$ cat src/rtl/sdr_ref_pkg.sv
package sdr_ref_pkg;
  // command encoding {cs_n, ras_n, cas_n, we_n}
  localparam logic [3:0] SDC_REF = 4'b0001;
  localparam logic [3:0] SDC_PRE = 4'b0010;
  localparam logic [3:0] SDC_NOP = 4'b0111;

  // recovery time: round up, never fewer than two cycles
  function automatic int unsigned rec_cycles(longint unsigned t_ns, longint unsigned clk_ps);
    longint unsigned c;
    c = (t_ns * 1000 + clk_ps - 1) / clk_ps;
    return (c < 2) ? 2 : int'(c);
  endfunction

  // deadline period: round down, never fewer than one cycle
  function automatic int unsigned period_cycles(longint unsigned t_ns, longint unsigned clk_ps);
    longint unsigned c;
    c = (t_ns * 1000) / clk_ps;
    return (c < 1) ? 1 : int'(c);
  endfunction

  function automatic int unsigned imax(int unsigned a, int unsigned b);
    return (a > b) ? a : b;
  endfunction
endpackage

$ cat src/rtl/sdr_ref_timer.sv
module sdr_ref_timer #(
  parameter int unsigned PER_DIST  = 2083,
  parameter int unsigned PER_BURST = 8533333
) (
  input  logic clk,
  input  logic rst_n,
  input  logic burst_mode,
  output logic tick
);
  import sdr_ref_pkg::*;
  localparam int unsigned CNT_W = $clog2(imax(PER_DIST, PER_BURST) + 1);
  localparam logic [CNT_W-1:0] LIM_D = CNT_W'(PER_DIST - 1);
  localparam logic [CNT_W-1:0] LIM_B = CNT_W'(PER_BURST - 1);

  logic [CNT_W-1:0] cnt_q;
  logic [CNT_W-1:0] limit;

  assign limit = burst_mode ? LIM_B : LIM_D;
  assign tick  = (cnt_q >= limit);

  always_ff @(posedge clk) begin
    if (!rst_n)    cnt_q <= '0;
    else if (tick) cnt_q <= '0;
    else           cnt_q <= cnt_q + 1'b1;
  end
endmodule

$ cat src/rtl/sdr_ref_debt.sv
module sdr_ref_debt #(
  parameter int unsigned DEBT_MAX = 8,
  parameter int unsigned BURST_N  = 4096
) (
  input  logic clk,
  input  logic rst_n,
  input  logic burst_mode,
  input  logic tick,
  input  logic dec,
  output logic owed_nz,
  output logic urgent
);
  import sdr_ref_pkg::*;
  localparam int unsigned OW_W = $clog2(imax(DEBT_MAX, BURST_N) + 1);
  localparam logic [OW_W-1:0] CAP  = OW_W'(DEBT_MAX);
  localparam logic [OW_W-1:0] LOAD = OW_W'(BURST_N);

  logic [OW_W-1:0] owed_q, owed_d;
  logic inc;

  always_comb begin
    inc = tick && !burst_mode && ((owed_q < CAP) || dec);
    if (tick && burst_mode) owed_d = LOAD;
    else                    owed_d = owed_q + OW_W'(inc) - OW_W'(dec);
  end

  always_ff @(posedge clk) begin
    if (!rst_n) owed_q <= '0;
    else        owed_q <= owed_d;
  end

  assign owed_nz = (owed_q != '0);
  assign urgent  = (owed_q >= CAP);


  debt_cap_chk: assert property (@(posedge clk) disable iff (!rst_n)
    !burst_mode |-> owed_q <= CAP);

  coincide_chk: assert property (@(posedge clk) disable iff (!rst_n)
    (tick && dec && !burst_mode) |=> $stable(owed_q));
endmodule

$ cat src/rtl/sdr_ref_seq.sv
module sdr_ref_seq #(
  parameter int unsigned RP_CYC  = 3,
  parameter int unsigned RFC_CYC = 9
) (
  input  logic clk,
  input  logic rst_n,
  input  logic owed_nz,
  input  logic urgent,
  input  logic acc_yield,
  output logic issue_pre,
  output logic issue_ref,
  output logic busy
);
  import sdr_ref_pkg::*;
  localparam int unsigned TW = $clog2(imax(RP_CYC, RFC_CYC) + 1);
  localparam logic [TW-1:0] RP_LD  = TW'(RP_CYC - 1);
  localparam logic [TW-1:0] RFC_LD = TW'(RFC_CYC - 1);

  typedef enum logic [2:0] {S_IDLE, S_PRE, S_WRP, S_REF, S_WRFC} st_e;
  st_e st_q;
  logic [TW-1:0] tmr_q;

  always_ff @(posedge clk) begin
    if (!rst_n) begin
      st_q  <= S_IDLE;
      tmr_q <= '0;
    end else begin
      case (st_q)
        S_IDLE: if (owed_nz && (acc_yield || urgent)) st_q <= S_PRE;
        S_PRE: begin
          tmr_q <= RP_LD;
          st_q  <= S_WRP;
        end
        S_WRP: begin
          if (tmr_q == TW'(1)) st_q <= S_REF;
          else                 tmr_q <= tmr_q - 1'b1;
        end
        S_REF: begin
          tmr_q <= RFC_LD;
          st_q  <= S_WRFC;
        end
        S_WRFC: begin
          if (tmr_q == TW'(1)) st_q <= owed_nz ? S_REF : S_IDLE;
          else                 tmr_q <= tmr_q - 1'b1;
        end
        default: st_q <= S_IDLE;
      endcase
    end
  end

  assign issue_pre = (st_q == S_PRE);
  assign issue_ref = (st_q == S_REF);
  assign busy      = (st_q != S_IDLE);


  takeover_pre_chk: assert property (@(posedge clk) disable iff (!rst_n)
    $rose(busy) |-> issue_pre);

  pre_gap_chk: assert property (@(posedge clk) disable iff (!rst_n)
    issue_pre |=> !issue_ref);

  ref_hold_chk: assert property (@(posedge clk) disable iff (!rst_n)
    issue_ref |=> busy && !issue_ref);
endmodule

$ cat src/rtl/sdr_refresh_sched.sv
module sdr_refresh_sched #(
  parameter int unsigned CLK_PERIOD_PS = 7500,
  parameter int unsigned T_RP_NS       = 20,
  parameter int unsigned T_RFC_NS      = 66,
  parameter int unsigned T_REFI_NS     = 15625,
  parameter int unsigned T_WINDOW_US   = 64000,
  parameter int unsigned BURST_N       = 4096,
  parameter int unsigned DEBT_MAX      = 8,
  parameter int unsigned ADDR_W        = 13
) (
  input  logic              clk,
  input  logic              rst_n,
  input  logic              burst_mode,
  input  logic              acc_yield,
  input  logic [3:0]        acc_cmd,
  input  logic [ADDR_W-1:0] acc_addr,
  output logic              ref_req,
  output logic              ref_urgent,
  output logic              acc_gnt,
  output logic [3:0]        sd_cmd,
  output logic [ADDR_W-1:0] sd_addr
);
  import sdr_ref_pkg::*;
  localparam int unsigned RP_CYC  = rec_cycles(T_RP_NS, CLK_PERIOD_PS);
  localparam int unsigned RFC_CYC = rec_cycles(T_RFC_NS, CLK_PERIOD_PS);
  localparam int unsigned PER_D   = period_cycles(T_REFI_NS, CLK_PERIOD_PS);
  localparam int unsigned PER_B   = period_cycles(longint'(T_WINDOW_US) * 1000, CLK_PERIOD_PS);
  localparam logic [ADDR_W-1:0] ALL_BANKS = ADDR_W'(1) << 10;

  logic tick, owed_nz, urgent, issue_pre, issue_ref, busy;

  sdr_ref_timer #(.PER_DIST(PER_D), .PER_BURST(PER_B)) u_timer (
    .clk(clk), .rst_n(rst_n), .burst_mode(burst_mode), .tick(tick));

  sdr_ref_debt #(.DEBT_MAX(DEBT_MAX), .BURST_N(BURST_N)) u_debt (
    .clk(clk), .rst_n(rst_n), .burst_mode(burst_mode), .tick(tick),
    .dec(issue_ref), .owed_nz(owed_nz), .urgent(urgent));

  sdr_ref_seq #(.RP_CYC(RP_CYC), .RFC_CYC(RFC_CYC)) u_seq (
    .clk(clk), .rst_n(rst_n), .owed_nz(owed_nz), .urgent(urgent),
    .acc_yield(acc_yield), .issue_pre(issue_pre), .issue_ref(issue_ref),
    .busy(busy));

  always_comb begin
    if (!busy) begin
      sd_cmd  = acc_cmd;
      sd_addr = acc_addr;
    end else if (issue_pre) begin
      sd_cmd  = SDC_PRE;
      sd_addr = ALL_BANKS;
    end else begin
      sd_cmd  = issue_ref ? SDC_REF : SDC_NOP;
      sd_addr = '0;
    end
  end

  assign acc_gnt    = !busy;
  assign ref_req    = owed_nz || busy;
  assign ref_urgent = urgent;


  ref_owed_chk: assert property (@(posedge clk) disable iff (!rst_n)
    issue_ref |-> owed_nz);
endmodule

$ cat config.mk
export PLATFORM = sky130hd
export DESIGN_NAME = sdr_refresh_sched
export DESIGN_NICKNAME = d
export VERILOG_FILES = /design/src/rtl/sdr_ref_pkg.sv /design/src/rtl/sdr_ref_timer.sv /design/src/rtl/sdr_ref_debt.sv /design/src/rtl/sdr_ref_seq.sv /design/src/rtl/sdr_refresh_sched.sv
export SDC_FILE = /design/constraint.sdc
export NUM_CORES = 1
export LEC_CHECK = 0
export BUFFER_PORTS_ARGS = -buffer_cell sky130_fd_sc_hd__buf_2
export CORE_AREA = 2 2 90 92
export DETAILED_ROUTE_END_ITERATION = 12
export DIE_AREA = 0 0 92 94
export GPL_TIMING_DRIVEN = 0
export PLACE_DENSITY = 0.71
export SLEW_MARGIN = 20
export SYNTH_ARGS = -nofsm -noshare
export SYNTH_HDL_FRONTEND = slang
export SYNTH_SLANG_ARGS = --single-unit
$ cat constraint.sdc
create_clock -name clk -period 3.9 [get_ports clk]
set_input_delay 0.78 -clock clk [delete_from_list [all_inputs] [get_ports clk]]
set_output_delay 0.78 -clock clk [all_outputs]
set_load 0.02 [all_outputs]
[After elaboration in Yosys (flattened, before gate mapping)]
Cells that the tools add are included.
Storage, ports and cells
  register bits: 44
  input bits: 21
  output and inout bits: 20
  word-level logic and storage cells: 54
Operators by class
  reduce and logical (&&, ||, !) cells: 18
  add/sub/neg operators: 4
  bitwise operators: 1
  $lt $le $gt $ge: 3
  eq/ne operators: 9
  multiplexer cells: 14
Operator list (number)
  $mux W13: 2
  $add A24 B1 Y24 const B: 1
  $ge A24 B24 Y1: 1
  $mux W24: 1
  $mux W3: 5
  $pmux W3 S5: 1
  $add A13 B1 Y13: 1
  $ge A13 B4 Y1 const B: 1
  $lt A13 B4 Y1 const B: 1
  $reduce_bool A13 Y1: 1
  $sub A13 B1 Y13: 1
  $pmux W4 S3: 1
  $mux W11: 1
  $mux W4: 2
  $eq A3 B2 Y1 const B: 2
  $ne A2 B1 Y1 const B: 3
  $reduce_bool A3 Y1: 2
  $reduce_or A2 Y1: 3
  $eq A4 B1 Y1 const B: 1
  $logic_and A1 B1 Y1: 4
  $sub A4 B1 Y4 const B: 1
  $eq A3 B1 Y1 const B: 1
  $eq A3 B3 Y1 const B: 1
  $logic_not A3 Y1: 1
  7 further kinds: 10

[Logic depth before layout (Yosys ltp)]
  depth in word-level cells: 7
  depth in mapped cells: 16
  gate-level depth less buffers: 16

[Cells and area by module]
Synthesis repeated with hierarchy kept, for this count alone.
Unflattened totals
  cells, all modules: 381
  area total of the unflattened synthesis: 3325.7 um^2
By module, submodules not included
  sdr_ref_timer: cells each 152, instances 1, seq. area each 480.5 um^2, area each 1421.4 um^2
  sdr_ref_debt: cells each 149, instances 1, seq. area each 260.2 um^2, area each 1241.2 um^2
  sdr_ref_seq: cells each 56, instances 1, seq. area each 140.1 um^2, area each 493.0 um^2
  sdr_refresh_sched: cells each 24, instances 1, seq. area each 0.0 um^2, area each 170.2 um^2

[Worst setup path after synthesis]
No wires, ideal clock.
  kind: input -> register
  start: input port burst_mode
  end: register u_debt.owed_q[12]
  setup slack: 0.140 ns
  cell stages on the path: 16
  setup time: 0.128 ns
  arrival: 3.632 ns
  cell sequence: inv_1 ha_1 nand2_1 nor4_1 o211ai_1 nand3_1 and3_1 ha_1 inv_1 fa_1 nand2b_1 a221oi_1 o21ai_0 a2111o_1 nand4b_1 o211ai_1
Between the ends
  longest elaborated chain between the ends: 7
  elaborated cells on any way between the ends: 9
Ends and longest elaborated chain
  start, declared: RTL line sdr_refresh_sched.sv:13  | input logic burst_mode,
  $mux W24: RTL line sdr_ref_timer.sv:18  | assign limit = burst_mode ? LIM_B : LIM_D;
  $ge A24 B24 Y1: RTL line sdr_ref_timer.sv:19  | assign tick = (cnt_q >= limit);
  $logic_and A1 B1 Y1 (2 in a row): RTL line sdr_ref_debt.sv:22  | inc = tick && !burst_mode && ((owed_q < CAP) || dec);
  $add A13 B1 Y13: RTL line sdr_ref_debt.sv:24  | else owed_d = owed_q + OW_W'(inc) - OW_W'(dec);
  $sub A13 B1 Y13: RTL line sdr_ref_debt.sv:24
  $mux W13 *: RTL line sdr_ref_debt.sv:23  | if (tick && burst_mode) owed_d = LOAD;
  end signal, assigned: RTL line sdr_ref_debt.sv:29  | else owed_q <= owed_d;
  end, declared: RTL line sdr_ref_debt.sv:18  | logic [OW_W-1:0] owed_q, owed_d;
Every way passes the cells marked *; elsewhere a longest branch is shown, timed or not.
A chain may end at the register's enable or synchronous reset.

[Worst setup path after layout]
Same ends and word-level chain as after synthesis.

==> flow_summary.json <==
{
  "outcome": "finished, final reports clean",
  "finalWorstSetupSlack_ns": 0.146,
  "multi_input_area_um2": 2050,
  "clock.fmax_mhz": 266,
  "relSlewSlack_pct": 66.3,
  "syn-cell-area_um2": 3010,
  "hold-path-cell-count": 1,
  "path_class": "primary input to register",
  "dieArea_um2": 8650,
  "required_ns": 4.09,
  "p_per_area_nw_per_um2": 701,
  "yosysUniqueCellTypes": 45,
  "crit_path_start": "burst_mode",
  "ant_nets": 0,
  "ir_drop_v": 0.000216,
  "drc_errors": 0,
  "seq_area_frac_synth_pct": 29.3,
  "fin_cells": 528,
  "hold_viol_final": 0,
  "crit_path_max_incr_delay_ns": 0.41,
  "core_area_um2": 7610,
  "r2r_end": "u_debt.owed_q[12]",
  "ys_top_cells_by_area": "dfxtp_1 (29%), ha_1 (17%), nor2_1 (6.4%)",
  "drive_above_1_share_pct": 17.1,
  "syn-num-nets": 435,
  "hp-class": "register to register",
  "synth_top_area_cell": "dfxtp_1",
  "p_leak_uw": 0.00164,
  "worstSetupEndpointType": "register",
  "die_w_um": 92,
  "dp_hpwl_um": 4790,
  "holdBufCountCts": 0,
  "port_buffers": 39,
  "tritoncts": "built",
  "grt_pass1_vias": 2545,
  "rows": 32,
  "holdPathEnd": "u_timer.cnt_q[0]",
  "dp_slack_ns": -0.613,
  "swShare_pct": 44.4,
  "fp.dieH_um": 94,
  "place_area_um2": 3330,
  "postSynthRegisterBits": 44,
  "clkPwrFrac_pct": 14.9,
  "post-route-min-period_ns": 3.75,
  "holdWs_ns": 0.472,
  "cp_slowest_cell": "a2111o_1",
  "synth.most_common_cell": "nor2_1",
  "p_int_uw": 1410,
  "fillers": 738,
  "grt_usage_pct": 15.6,
  "antenna_found_initial": 0,
  "crit_chain": "buf_6 > clkinvlp_4 > buf_6 > ha_1 > nand4b_1 > nor4_2 > o211ai_1 > nand3_2 > and3_4 > ha_4 > inv_1 > fa_2 > nand2b_4 > a221oi_4 > o21ai_2 > a2111o_1 > nand4b_1 > o211ai_1",
  "seqCellArea_um2": 881,
  "place_inst": 514,
  "tightest_slew_ns": 0.505,
  "post-route-cell-area_um2": 3620,
  "path_clk_slew_ns": 0.09,
  "wl_um": 6550,
  "drt_first_pass_iters": 6,
  "fin_crit_sh_pct": 96.3,
  "htree_levels": 2,
  "numCtsBuffers": 5,
  "drv_cap": 0,
  "grt_max_degree": 15,
  "cts.path.max_buffers": 2,
  "grt-ovfl-total": 0,
  "postSynthAreaPerCell_um2": 8.06,
  "gp_congestion": 0.848,
  "synth-main-ff-cell": "dfxtp_1",
  "rr_startpoint": "u_timer.cnt_q[11]",
  "power_frac_comb_pct": 61.7,
  "yosys_warnings": 0,
  "fin_skew_ns": 0.0147,
  "clock-root-buffer": "clkbuf_8",
  "syn_to_final_growth_pct": 20.4,
  "regToRegSetupSlack_ns": 0.55,
  "cp-start-kind": "primary input",
  "grt_pass1_wl_um": 11100,
  "via_count": 2694,
  "synth_common_cells": "nor2_1 (51), dfxtp_1 (44), ha_1 (40)",
  "reg2reg_depth": 15,
  "wl_per_cell_um": 12.4,
  "p_switching_uw": 1130,
  "start_util_pct": 39.5,
  "setup_violations": 0,
  "clkLatencyLatePin_ns": 0.31,
  "first_iter_violations": 103,
  "drt-vias-per-instance": 5.10,
  "final_nets": 487,
  "cts.sinks": 44,
  "num_io_pins": 41,
  "slew_violations": 0,
  "seq_power_share_pct": 23.3,
  "n_antenna_cell": 0,
  "cp.arrival_ns": 3.95,
  "crit_fanout": 5,
  "synthCells": 373,
  "synth_edf_count": 0,
  "synth_top_area_share_pct": 29.3,
  "holdCritStartpoint": "u_timer.cnt_q[0]",
  "fin_tns_setup_ns": 0,
  "synthArstFlopShare_pct": 0
}
[logic make-up (layout without fill, tap and decap cells)]
logic type / count (synthesis) / in the layout / share of synthesized area, %
flops: 44 / 44 / 29.3
compound gates: 62 / 62 / 13.4
fa+ha+maj: 41 / 41 / 17.3
buf+inv: 45 / 98 / 5.79
simple gates: 150 / 150 / 25.2
xor+xnor: 31 / 31 / 9.03
[critical path: cells and delay by family]
kind,cells,cell delay [ns]
AO/OA/AOI/OAI,5,1.05
AND/OR/NAND/NOR,6,0.95
adder cells (fa/ha/maj),3,0.76
buffers and inverters,4,0.39
[layer usage]
metal  vias up  global-route usage [%]  share of wire, %
met2        64                    27.2                46
met1      1242                    19.4                47
met4         0                    5.35               1.4
li1       1379                       -                 -
met3         9                    2.65               4.9
met5         -                       0                 0
[area by class of cell]
class / count / area share, %
flip-flops and latches: 44 / 24.3
clock inverters: 2 / 1.07
multi-input cells: 284 / 56.8
inverters: 35 / 3.73
well taps: 102 / 3.53
repair buffers: 45 / 7.12
clock buffers: 6 / 2.28
plain buffers: 10 / 1.18
[stage by stage]
step / power (uW) / util, %
CTS: 2510 / 46.3
global placement: 2000 / 43.8
floorplan: 1720 / -
finish: 2540 / 47.6
global route: 2760 / 47.6
detailed placement: 2030 / 43.8
[flip-flops by register name (all words and copies together), names as in the netlist]
name,count
u_seq.st_q,3
u_timer.cnt_q,24
u_seq.tmr_q,4
u_debt.owed_q,13
[placed cells by master (no fill, tap or decap), types with 2 or more instances in the layout]
| cell type | synthesis | routed |
|---|---|---|
| dfxtp_1 | 44 | 44 |
| o21bai_1 | 4 | 4 |
| and3_1 | 12 | 11 |
| clkbuf_1 | 6 | 6 |
| nand4b_1 | 2 | 2 |
| nor2b_1 | 3 | 3 |
| a211o_1 | 2 | 2 |
| inv_1 | 34 | 33 |
| nor3_1 | 3 | 3 |
| o21ai_1 | 1 | 2 |
| xor2_1 | 21 | 21 |
| o21ai_0 | 10 | 8 |
| and4_1 | 2 | 2 |
| ha_4 | 0 | 4 |
| o31ai_1 | 5 | 5 |
| xnor2_1 | 10 | 10 |
| buf_4 | 0 | 4 |
| nand4_1 | 9 | 9 |
| nand2b_1 | 6 | 5 |
| a31oi_1 | 4 | 3 |
| buf_6 | 0 | 2 |
| clkbuf_8 | 0 | 6 |
| a21oi_1 | 19 | 19 |
| nand2_1 | 20 | 20 |
| nor2_1 | 51 | 51 |
| a21o_1 | 3 | 3 |
| ha_1 | 40 | 36 |
| buf_2 | 4 | 42 |
| or4_1 | 2 | 2 |
| a2111o_1 | 2 | 2 |
| o211ai_1 | 3 | 3 |
| or3_1 | 3 | 3 |
| nand3_1 | 17 | 16 |
| and2_1 | 13 | 13 |
| o21a_1 | 2 | 2 |
[what timing repair did]
action / in CTS / in global routing
pin swaps: 4 / 9
endpoints found under the setup margin: 3 / 3
resized for setup: 10 / 15
buffers inserted: 4 / 2
[how the worst max path moves through the flow]
| stage | to | slack (ns) | cells after the start |
|---|---|---|---|
| final | u_debt.owed_q[12] | 0.15 | 18 |
| after global routing | u_debt.owed_q[12] | -0.03 | 18 |
| after CTS | u_debt.owed_q[12] | 0.003 | 18 |
| after detailed placement | u_debt.owed_q[12] | -0.61 | 17 |
| after global placement | u_debt.owed_q[12] | -0.54 | 17 |
| after floorplan | u_debt.owed_q[12] | 0.14 | 16 |
[power by group through the flow]
stage / sequential, uW / clock [uW] / combinational [uW]
2_1_floorplan: 587 / 0 / 1130
3_3_place_gp: 598 / 0 / 1400
3_5_place_dp: 600 / 0 / 1430
4_1_cts: 589 / 386 / 1530
5_1_grt: 602 / 398 / 1760
6_report: 593 / 379 / 1570
Note: power is estimated with default switching activity, not from simulation.
